<file path="config.mk">
export PLATFORM = sky130hd
export DESIGN_NAME = quad_despread_alu
export DESIGN_NICKNAME = d
export VERILOG_FILES = /design/src/rtl/qdsp_pkg.sv /design/src/rtl/qdsp_opreg.sv /design/src/rtl/qdsp_ctrl.sv /design/src/rtl/qdsp_factor_sel.sv /design/src/rtl/qdsp_lane.sv /design/src/rtl/quad_despread_alu.sv
export SDC_FILE = /design/constraint.sdc
export NUM_CORES = 1
export LEC_CHECK = 0
export BUFFER_PORTS_ARGS = -buffer_cell sky130_fd_sc_hd__buf_2
export CAP_MARGIN = 20
export CORE_UTILIZATION = 50
export DETAILED_ROUTE_END_ITERATION = 16
export PLACE_DENSITY = 0.74
export SETUP_SLACK_MARGIN = 0.15
export SYNTH_ARGS = -nofsm -noshare
export SYNTH_HDL_FRONTEND = slang
export SYNTH_HIERARCHICAL = 1
export SYNTH_SLANG_ARGS = --single-unit
export TNS_END_PERCENT = 1
</file>
<file path="constraint.sdc">
create_clock -name clk -period 8.4 [get_ports clk]
set_input_delay 0.84 -clock clk [delete_from_list [all_inputs] [get_ports clk]]
set_output_delay 0.84 -clock clk [all_outputs]
set_load 0.01 [all_outputs]
</file>
<file path="src/rtl/qdsp_pkg.sv">
// Package: shared constants and the factor-source encoding for the
// four-lane despreading ALU. Assumes 2-bit signed coefficient codes.
package qdsp_pkg;
    localparam int QD_LANES = 4;   // parallel complex lanes
    localparam int QD_DW    = 16;  // sample width per component
    localparam int QD_GW    = 8;   // accumulator guard bits
    localparam int QD_LW    = 8;   // run-length field width
    localparam int QD_FW    = 4;   // per-lane static factor field width

    // Where the lane factors come from during a run.
    typedef enum logic [1:0] {
        SRC_FIELD    = 2'b00,
        SRC_SCRAMBLE = 2'b01,
        SRC_SPREAD   = 2'b10,
        SRC_CHAINED  = 2'b11
    } src_e;

    // Coefficient codes: 01 is +1, 11 is -1, anything else is 0.
    localparam logic [1:0] COEF_POS = 2'b01;
    localparam logic [1:0] COEF_NEG = 2'b11;
endpackage

</file>
<file path="src/rtl/qdsp_opreg.sv">
// Module: enable-gated holding register. Used for operand masking (the
// sample operands change only when a sample is taken) and for run
// configuration. Assumes a synchronous active-low reset to zero.
module qdsp_opreg #(
    parameter int W = 8
) (
    input  logic         clk,
    input  logic         rst_n,
    input  logic         en,
    input  logic [W-1:0] d,
    output logic [W-1:0] q
);
    // Capture on enable, otherwise hold so that downstream logic stays quiet.
    always_ff @(posedge clk) begin
        if (!rst_n)  q <= '0;
        else if (en) q <= d;
    end
endmodule

</file>
<file path="src/rtl/qdsp_ctrl.sv">
// Module: vector controller. Accepts a start command when idle and the
// length is nonzero, counts the samples taken, and marks the accumulate
// stage and the done pulse. Assumes a lane accumulates one cycle after
// its sample is taken.
module qdsp_ctrl #(
    parameter int LW = 8
) (
    input  logic          clk,
    input  logic          rst_n,
    input  logic          start,
    input  logic [LW-1:0] start_len,
    input  logic          in_valid,
    output logic          start_ok,
    output logic          take,
    output logic          acc_en,
    output logic          busy,
    output logic          done
);
    logic          run_q;
    logic [LW-1:0] left_q;
    logic          last_q;
    logic          last_hit;

    // Command acceptance, sample acceptance and last-sample detection.
    always_comb begin
        start_ok = start && !busy && (start_len != '0);
        take     = run_q && in_valid;
        last_hit = take && (left_q == LW'(1));
        busy     = run_q || acc_en;
    end

    // Run flag and remaining-sample counter.
    always_ff @(posedge clk) begin
        if (!rst_n) begin
            run_q  <= 1'b0;
            left_q <= '0;
        end else if (start_ok) begin
            run_q  <= 1'b1;
            left_q <= start_len;
        end else if (take) begin
            left_q <= left_q - LW'(1);
            if (last_hit) run_q <= 1'b0;
        end
    end

    // Accumulate-stage valid and the done pulse after the final accumulate.
    always_ff @(posedge clk) begin
        if (!rst_n) begin
            acc_en <= 1'b0;
            last_q <= 1'b0;
            done   <= 1'b0;
        end else begin
            acc_en <= take;
            last_q <= last_hit;
            done   <= last_q;
        end
    end
endmodule

</file>
<file path="src/rtl/qdsp_factor_sel.sv">
// Module: per-lane factor selection. Turns the run's source mode, the
// lane's static field, the scrambling sign pair and the lane's spreading
// bit into a pair of coefficient codes {imag, real}.
module qdsp_factor_sel
    import qdsp_pkg::*;
(
    input  logic [1:0] mode,
    input  logic [3:0] field,
    input  logic [1:0] scr,
    input  logic       spread,
    output logic [3:0] fac
);
    // Pick the coefficient pair for the selected source.
    always_comb begin
        unique case (src_e'(mode))
            SRC_FIELD:    fac = field;
            SRC_SCRAMBLE: fac = {scr[1] ? COEF_NEG : COEF_POS,
                                 scr[0] ? COEF_NEG : COEF_POS};
            SRC_SPREAD:   fac = {2'b00, spread ? COEF_NEG : COEF_POS};
            default:      fac = {(scr[1] ^ spread) ? COEF_NEG : COEF_POS,
                                 (scr[0] ^ spread) ? COEF_NEG : COEF_POS};
        endcase
    end
endmodule

</file>
<file path="src/rtl/qdsp_lane.sv">
// Module: one complex lane. A short multiplier applies a + ib with
// a, b in {0, +1, -1} by negating and swapping, and never multiplies.
// A guarded complex accumulator follows, with a symmetric clamp on read.
module qdsp_lane #(
    parameter int DW = 16,
    parameter int GW = 8
) (
    input  logic          clk,
    input  logic          rst_n,
    input  logic          clr,
    input  logic          acc_en,
    input  logic [3:0]    fac,
    input  logic [DW-1:0] x_re,
    input  logic [DW-1:0] x_im,
    output logic [DW-1:0] y_re,
    output logic [DW-1:0] y_im
);
    localparam int PW = DW + 2;
    localparam int AW = DW + GW;
    localparam logic signed [AW-1:0] SAT_HI = AW'((1 << (DW - 1)) - 1);
    localparam logic signed [AW-1:0] SAT_LO = -SAT_HI;

    logic signed [PW-1:0] p_re, p_im;
    logic signed [AW-1:0] acc_re, acc_im;

    // Apply one coefficient code to a sample component, widened to PW bits.
    function automatic logic signed [PW-1:0] coef_term(input logic [1:0] c,
                                                        input logic [DW-1:0] v);
        logic signed [PW-1:0] ext;
        ext = {{(PW - DW){v[DW-1]}}, v};
        case (c)
            2'b01:   return ext;
            2'b11:   return -ext;
            default: return '0;
        endcase
    endfunction

    // Clamp a wide sum into the symmetric DW-bit range.
    function automatic logic [DW-1:0] clamp(input logic signed [AW-1:0] v);
        if (v > SAT_HI)      return SAT_HI[DW-1:0];
        else if (v < SAT_LO) return SAT_LO[DW-1:0];
        else                 return v[DW-1:0];
    endfunction

    // Short complex multiply: real and imaginary terms summed.
    always_comb begin
        p_re = coef_term(fac[1:0], x_re) - coef_term(fac[3:2], x_im);
        p_im = coef_term(fac[1:0], x_im) + coef_term(fac[3:2], x_re);
    end

    // Accumulators: clear at an accepted start, add on an accumulate cycle.
    always_ff @(posedge clk) begin
        if (!rst_n || clr) begin
            acc_re <= '0;
            acc_im <= '0;
        end else if (acc_en) begin
            acc_re <= acc_re + {{(AW - PW){p_re[PW-1]}}, p_re};
            acc_im <= acc_im + {{(AW - PW){p_im[PW-1]}}, p_im};
        end
    end

    // Saturated read-out.
    always_comb begin
        y_re = clamp(acc_re);
        y_im = clamp(acc_im);
    end
endmodule

</file>
<file path="src/rtl/quad_despread_alu.sv">
// Module: top of the four-lane complex despreading ALU. Latches the run
// configuration at start, holds the sample operands between samples and
// fans the operands out to the lanes. Assumes the code generators
// present one code set per sample, aligned with in_valid.
module quad_despread_alu
    import qdsp_pkg::*;
#(
    parameter int LANES = QD_LANES,
    parameter int DW    = QD_DW,
    parameter int GW    = QD_GW,
    parameter int LW    = QD_LW
) (
    input  logic                clk,
    input  logic                rst_n,
    input  logic                start,
    input  logic [LW-1:0]       start_len,
    input  logic [1:0]          start_mode,
    input  logic                start_clr,
    input  logic [LANES*4-1:0]  start_fac,
    input  logic                in_valid,
    input  logic [DW-1:0]       in_re,
    input  logic [DW-1:0]       in_im,
    input  logic [1:0]          scr_code,
    input  logic [LANES-1:0]    ovsf_code,
    output logic                busy,
    output logic                done,
    output logic [LANES*DW-1:0] out_re,
    output logic [LANES*DW-1:0] out_im
);
    localparam int CFW = 2 + LANES * QD_FW;
    localparam int OPW = LANES + 2 + 2 * DW;

    logic                 start_ok, take, acc_en;
    logic [CFW-1:0]       cfg_q;
    logic [OPW-1:0]       op_q;
    logic [1:0]           mode_q;
    logic [LANES*4-1:0]   field_q;
    logic [DW-1:0]        s_re, s_im;
    logic [1:0]           s_scr;
    logic [LANES-1:0]     s_spr;

    qdsp_ctrl #(.LW(LW)) u_ctrl (
        .clk(clk), .rst_n(rst_n), .start(start), .start_len(start_len),
        .in_valid(in_valid), .start_ok(start_ok), .take(take),
        .acc_en(acc_en), .busy(busy), .done(done)
    );

    // Run configuration, captured only on an accepted start.
    qdsp_opreg #(.W(CFW)) u_cfg (
        .clk(clk), .rst_n(rst_n), .en(start_ok),
        .d({start_mode, start_fac}), .q(cfg_q)
    );

    // Sample operands, captured only when a sample is taken.
    qdsp_opreg #(.W(OPW)) u_ops (
        .clk(clk), .rst_n(rst_n), .en(take),
        .d({ovsf_code, scr_code, in_im, in_re}), .q(op_q)
    );

    // Unpack the held configuration and operands.
    always_comb begin
        {mode_q, field_q}           = cfg_q;
        {s_spr, s_scr, s_im, s_re}  = op_q;
    end

    for (genvar k = 0; k < LANES; k++) begin : g_lane
        logic [3:0] fac_k;

        qdsp_factor_sel u_sel (
            .mode(mode_q), .field(field_q[k*4 +: 4]), .scr(s_scr),
            .spread(s_spr[k]), .fac(fac_k)
        );

        qdsp_lane #(.DW(DW), .GW(GW)) u_lane (
            .clk(clk), .rst_n(rst_n), .clr(start_ok && start_clr),
            .acc_en(acc_en), .fac(fac_k), .x_re(s_re), .x_im(s_im),
            .y_re(out_re[k*DW +: DW]), .y_im(out_im[k*DW +: DW])
        );
    end
endmodule

</file>
**Yosys cells after proc, flatten, opt, wreduce, memory -nomap -nowiden**

Cells that the tools add are included.

- Register bits after elaboration: 260
- Input bits: 69
- Output and inout bits: 130
- Word-level logic and storage cells: 146

- Add/sub/neg operators: 19
- Order comparisons: 16
- Equality and inequality tests: 19
- Multiplexer cells: 55
- Bitwise gates (word level): 8
- Reductions and logical operators: 14

Operator list:

| cell | count |
|---|---|
| 18-bit case mux with 2 select lines | 16 |
| 16-bit 2-to-1 mux | 16 |
| 24-bit adder | 8 |
| 24-bit by 16-bit greater-than comparator with 1-bit output, second input constant | 8 |
| 24-bit by 16-bit < comparator with 1-bit output, second input constant | 8 |
| 18-bit adder | 4 |
| 18-bit subtractor | 4 |
| 4-bit case mux with 3 select lines | 4 |
| 16-bit negation with 18-bit output | 2 |
| 2-bit 2-to-1 mux | 14 |
| 2-bit by 1-bit equality test with 1-bit output, second input constant | 9 |
| 2-bit equality test, second input constant | 9 |
| 8-bit 2-to-1 mux | 2 |
| 8-bit by 1-bit equality test with 1-bit output, second input constant | 1 |
| 8-bit nonzero test | 1 |
| 8-bit by 1-bit subtractor with 8-bit output, second input constant | 1 |
| 1-bit XOR | 8 |
| 1-bit logical AND | 5 |
| 2-bit nonzero test | 2 |
| 1-bit 2-to-1 mux | 3 |
| 1-bit logical NOT | 2 |
| 2-bit logical NOT | 1 |
| 1-bit logical OR | 2 |
| 2-bit AND reduction | 1 |

**Longest topological paths before layout**

- Word-level depth: 7
- Depth in mapped cells: 30
- Mapped depth without buffers: 28

**By module**

Netlist, hierarchy kept.

By module, submodules not included:

| module | times used | cells each | area an instance (um^2) |
|---|---|---|---|
| qdsp_lane at g_lane[1].u_lane ... | 3 | 1057 | 7524.7 |
| qdsp_lane at g_lane[0].u_lane | 1 | 1023 | 7368.3 |
| qdsp_opreg at u_ops | 1 | 122 | 1455.1 |
| qdsp_opreg at u_cfg | 1 | 57 | 688.2 |
| qdsp_ctrl | 1 | 73 | 658.1 |
| qdsp_factor_sel | 4 | 14 | 126.4 |
| quad_despread_alu | 1 | 1 | 6.3 |

**Worst setup path after synthesis**

Ideal clock, no wire load.

- Path kind: register to register
- Start: register u_ops.q[0]
- End: register g_lane[3].u_lane.acc_re[23]
- Data arrival time: 5940 ps
- Data required time: 8342 ps
- Setup slack: 2402 ps
- Stages on the path, launching flop included: 27
- Clock period less this slack: 5998 ps
- Cell sequence: dfxtp_1 > inv_1 > ha_1 > nand2_1 > or3_1 > or3_1 > or3_1 > or3_1 > nand2_1 > xnor2_1 > and2_1 > ha_1 > clkbuf_1 > a21o_1 > a21oi_1 > nand2_1 > nor3_2 > nor3_1 > nor2_1 > ha_1 > a21o_1 > a21oi_1 > or3b_2 > o221a_2 > or4_4 > a211o_1 > nand2_1

- Cells in the longest elaborated chain, start to end: 4

Ends and longest elaborated chain:

| what | RTL line | source |
|---|---|---|
| start: declaration | qdsp_opreg.sv:11 | `output logic [W-1:0] q` |
| start signal: assignment | qdsp_opreg.sv:15 | `if (!rst_n) q <= '0;` |
| start signal: assignment | qdsp_opreg.sv:16 | `else if (en) q <= d;` |
| 16-bit negation with 18-bit output | qdsp_lane.sv:33 | `2'b11: return -ext;` |
| 18-bit case mux with 2 select lines (*) | qdsp_lane.sv:31 | `case (c)` |
| 18-bit subtractor (*) | qdsp_lane.sv:47 | `p_re = coef_term(fac[1:0], x_re) - coef_term(fac[3:2], x_im);` |
| 24-bit adder (*) | qdsp_lane.sv:57 | `acc_re <= acc_re + {{(AW - PW){p_re[PW-1]}}, p_re};` |
| end signal: assignment | qdsp_lane.sv:57 |  |
| end: declaration | qdsp_lane.sv:24 | `logic signed [AW-1:0] acc_re, acc_im;` |

Mark *: on every way between the ends. The rest lies on a longest branch, timed or not.
A chain may end at the register's enable or synchronous reset.

**Worst setup path in the final report**

- Start: register u_cfg.q[16]
- End: register g_lane[0].u_lane.acc_re[23]

- Cells in the longest elaborated chain, start to end: 6

Ends and longest elaborated chain:

| what | RTL line | source |
|---|---|---|
| start: declaration | qdsp_opreg.sv:11 |  |
| start signal: assignment | qdsp_opreg.sv:15 |  |
| start signal: assignment | qdsp_opreg.sv:16 |  |
| 2-bit equality test, or another cell as far along | qdsp_factor_sel.sv:15 | `unique case (src_e'(mode))` |
| 4-bit case mux with 3 select lines (*) | qdsp_factor_sel.sv:15 |  |
| via g_lane[0].fac_k[1] | quad_despread_alu.sv:67 | `logic [3:0] fac_k;` |
| 2-bit equality test or 2-bit by 1-bit equality test with 1-bit output (tied branches) | qdsp_lane.sv:31 |  |
| 18-bit case mux with 2 select lines (*) | qdsp_lane.sv:31 |  |
| 18-bit subtractor (*) | qdsp_lane.sv:47 |  |
| 24-bit adder (*) | qdsp_lane.sv:57 |  |
| end signal: assignment | qdsp_lane.sv:57 |  |
| end: declaration | qdsp_lane.sv:24 |  |

Mark *: on every way through the listed nets, which the timed path passes. The rest lies on a longest branch.

==> run summary <==
count leader, synth: nor2_1
max_slew headroom: 0.244
overall power: 5.71 mW
min Tclk post-route: 7.01 ns
CP Launch Type: flip-flop
CTS buffer count: 34
worst r2r path cells: 22
Storage cell area: 0.00521 mm2
Congestion Overflow GR: 0
layout cells sized above 1: 0.0802
Multi-input gate area: 0.0267 mm2
max incr delay on CP: 0.87 ns
top cells by area, synth: dfxtp_1 (16%), ha_1 (14%), xnor2_1 (10%), nor2_1 (6.6%), mux2i_1 (5.4%)
Leak: 16.4 nW
final hold vios: 0
FF-to-FF End: g_lane[0].u_lane/acc_re[23]
Synthesis Warnings: 6
Final Max Slew Viols: 0
crit path to: g_lane[0].u_lane/acc_re[23]
Routed WL: 92,100 um
chip width: 260 um
RSZ-0062 raised after global routing: false
Synth area leader: dfxtp_1
FF-to-FF Start: u_cfg/q[16]
H-tree levels: 2
Post-Route Skew: 0.0482 ns
r2r setup slk: 1.39 ns
hold buffers post-CTS: 0
Die ar.: 0.0675 mm2
antenna violations before repair: 6
core box area: 0.0657 mm2
placed cells: 5,439
NetSw: 2.36 mW
CTS tree: done
flops & latches, synth: 260
# rows: 94
Hold/Removal Path Class: reg -> reg
Nets: 5,069
largest net degree at the start of global routing: 68
GP Congestion: 0.934
Final HPWL DP: 68,900 um
worst slew pin tran: 1.13 ns
Filler Cell Count: 6,215
post-cts gate resize count: 0
WL per Instance: 16.7 um
kind of critical path: reg -> reg
worst path arrival time: 7.47 ns
Final Cycle Share: 0.835
vias in the first global route: 29.4k
worst-case clock buffer depth: 3
Synth Flop Type: dfxtp_1
Starting Density: 0.506
P&R area growth vs syn: 8.53%
boundary pin count: 199
Critical Path Stages: 22
worst vdd ir: 0.120 mV
Pint: 3.35 mW
drt pass-1 iters: 7
Post-CTS Setup Bufs: 0
Comb pwr share: 0.489
post-synthesis sequential area ratio: 0.157
CP required: 8.86 ns
DRC viols: 0
buffers added on ports: 198
cell family with the largest share of critical-path delay: compound AO/OA/AOI/OAI gates
ANT nets after route: 0
vias after detailed routing: 32.0k
first-pass GRT wire length: 149,000 um
clock power share: 0.274
top post-synthesis cells by count: nor2_1 (586), nand2_1 (463), xnor2_1 (392)
final setup violation count: 0
crit path launch: u_cfg/q[16]
Flop pwr share: 0.237
CTS Sinks: 260
worst skew pair latency: 0.59 ns
Peak Freq: 143 MHz
Vias/cell: 5.81
GRT Total Usage: 0.267
Post-synth EDFFs: 0
status: finished clean
largest fanout on the critical path: 38
Crit path top cell by count: ha_1
Synth cell types: 91
Cell Area, Synth: 0.0333 mm2
Non-Filler Instances: 5,501
Synth top area share: 0.157
crit path cell chain: ha_1 > mux2i_4 > nand2b_1 > xnor2_1 > and2_1 > ha_1 > o21a_1 > o31ai_1 > a2111oi_0 > nor2_1 > o311ai_1 > a221oi_1 > xnor2_1 > ha_1 > nor2b_1 > o21ai_0 > nand2b_1 > o211ai_1 > a21oi_1 > xnor3_1 > a21oi_1 > a31o_1
1st-iter DRT viols: 2,276
chip height: 260 um
Reg clk slew, reported paths: 0.07 ns
Post-synth ARST share: 0
Crit-path slowest cell: mux2i_4
Synth Area per Inst: 7.39 um2
Sw Ratio: 0.413
crit end category: flip-flop
Post-Syn Instances: 4,503
setup_tns: 0 ns
Max-Cap Viols: 0
PD cells: 158 mW/mm2
CTS root buf: clkbuf_16
WP buf/inv: 0
Synthesized Nets: 4,958
## cell families (layout without fill, tap and decap cells)
logic type      count (synthesis)  count (layout)  share of synthesized area
mux                           179             179                     0.0539
xor+xnor                      468             468                      0.124
flops                         260             260                      0.157
other cells                     0               1                          0
buf+inv                       316             449                     0.0429
compound gates               1020            1020                      0.197
simple gates                 1874            1874                      0.276
fa+ha+maj                     386             386                      0.149
## worst min-delay path by stage
stage                             start           to  slack (ns)  depth (start not counted)
after global routing      u_ctrl/last_q  u_ctrl/done        0.48                          1
after global placement    u_ctrl/last_q  u_ctrl/done        0.44                          1
after CTS                 u_ctrl/last_q  u_ctrl/done        0.46                          1
after floorplan           u_ctrl/last_q  u_ctrl/done        0.41                          1
final                     u_ctrl/last_q  u_ctrl/done        0.45                          1
after detailed placement  u_ctrl/last_q  u_ctrl/done        0.43                          1
## state kept, by name, indices dropped and copies added (netlist names)
name and cells:
u_ops/q 38, u_ctrl/left_q 8, u_cfg/q 18, u_ctrl/run_q 1, g_lane.u_lane/acc_re 96, u_ctrl/done 1, u_ctrl/last_q 1, u_ctrl/acc_en 1
g_lane.u_lane/acc_im 96
## per-stage QoR
| stage | utilization | hold slack (ns) | worst slack (ns) | cell area, um2 |
|---|---|---|---|---|
| final | 0.549 | 0.454 | 1.39 | 36100 |
| after global routing | 0.549 | 0.479 | 0.751 | 36100 |
| after CTS | 0.548 | 0.461 | 1.45 | 36000 |
| after detailed placement | 0.530 | 0.427 | 1.52 | 34900 |
| after global placement | 0.530 | 0.438 | 1.70 | 34900 |
| after floorplan | - | 0.412 | 2.40 | 33300 |
## area by class of cell
type                       instances  share of cell area
sequential                       260               0.144
clock buffer                      41              0.0251
tap                              864              0.0300
multi-input combinational       3927               0.739
antenna                            1           0.0000693
clock inverter                    17             0.00697
inverter                         144              0.0150
timing repair buffer             247              0.0391
## power by group through the flow
stage	Combinational, mW	Sequential (mW)	Clock (mW)
after global routing	3.10	1.36	1.65
after floorplan	2.14	1.36	0
after global placement	2.71	1.38	0
after detailed placement	2.74	1.38	0
final	2.79	1.35	1.56
after CTS	2.76	1.35	1.60
## metal layers
layer | vias to the layer above | part of all wire | track usage
met5 | - | 0.00067 | 0
met4 | 10 | 0.033 | 0.0989
met3 | 144 | 0.070 | 0.0354
met2 | 903 | 0.43 | 0.420
met1 | 14800 | 0.46 | 0.368
li1 | 16100 | - | -
## cells in the final DEF, fill, tap and decap left out, drive strengths merged, types with 23 or more instances in the layout
| cell | netlist | routed |
|---|---|---|
| o211ai | 32 | 32 |
| or3 | 84 | 84 |
| xnor2 | 392 | 392 |
| nand2 | 463 | 463 |
| a21oi | 288 | 288 |
| and3 | 43 | 43 |
| a21boi | 24 | 24 |
| o31ai | 37 | 37 |
| a21o | 96 | 96 |
| nor2 | 586 | 586 |
| nand4 | 32 | 32 |
| nand2b | 58 | 58 |
| dfxtp | 260 | 260 |
| a31oi | 27 | 27 |
| ha | 370 | 370 |
| o21ai | 238 | 238 |
| buf | 42 | 247 |
| o21bai | 23 | 23 |
| nor4 | 56 | 56 |
| inv | 143 | 147 |
| a211oi | 65 | 65 |
| nor2b | 101 | 101 |
| xor2 | 74 | 74 |
| nor3 | 80 | 80 |
| clkbuf | 130 | 41 |
| and2 | 195 | 195 |
| nand3 | 84 | 84 |
| mux2i | 178 | 178 |
| o21a | 54 | 54 |
Power figures use the tool's default switching activity.
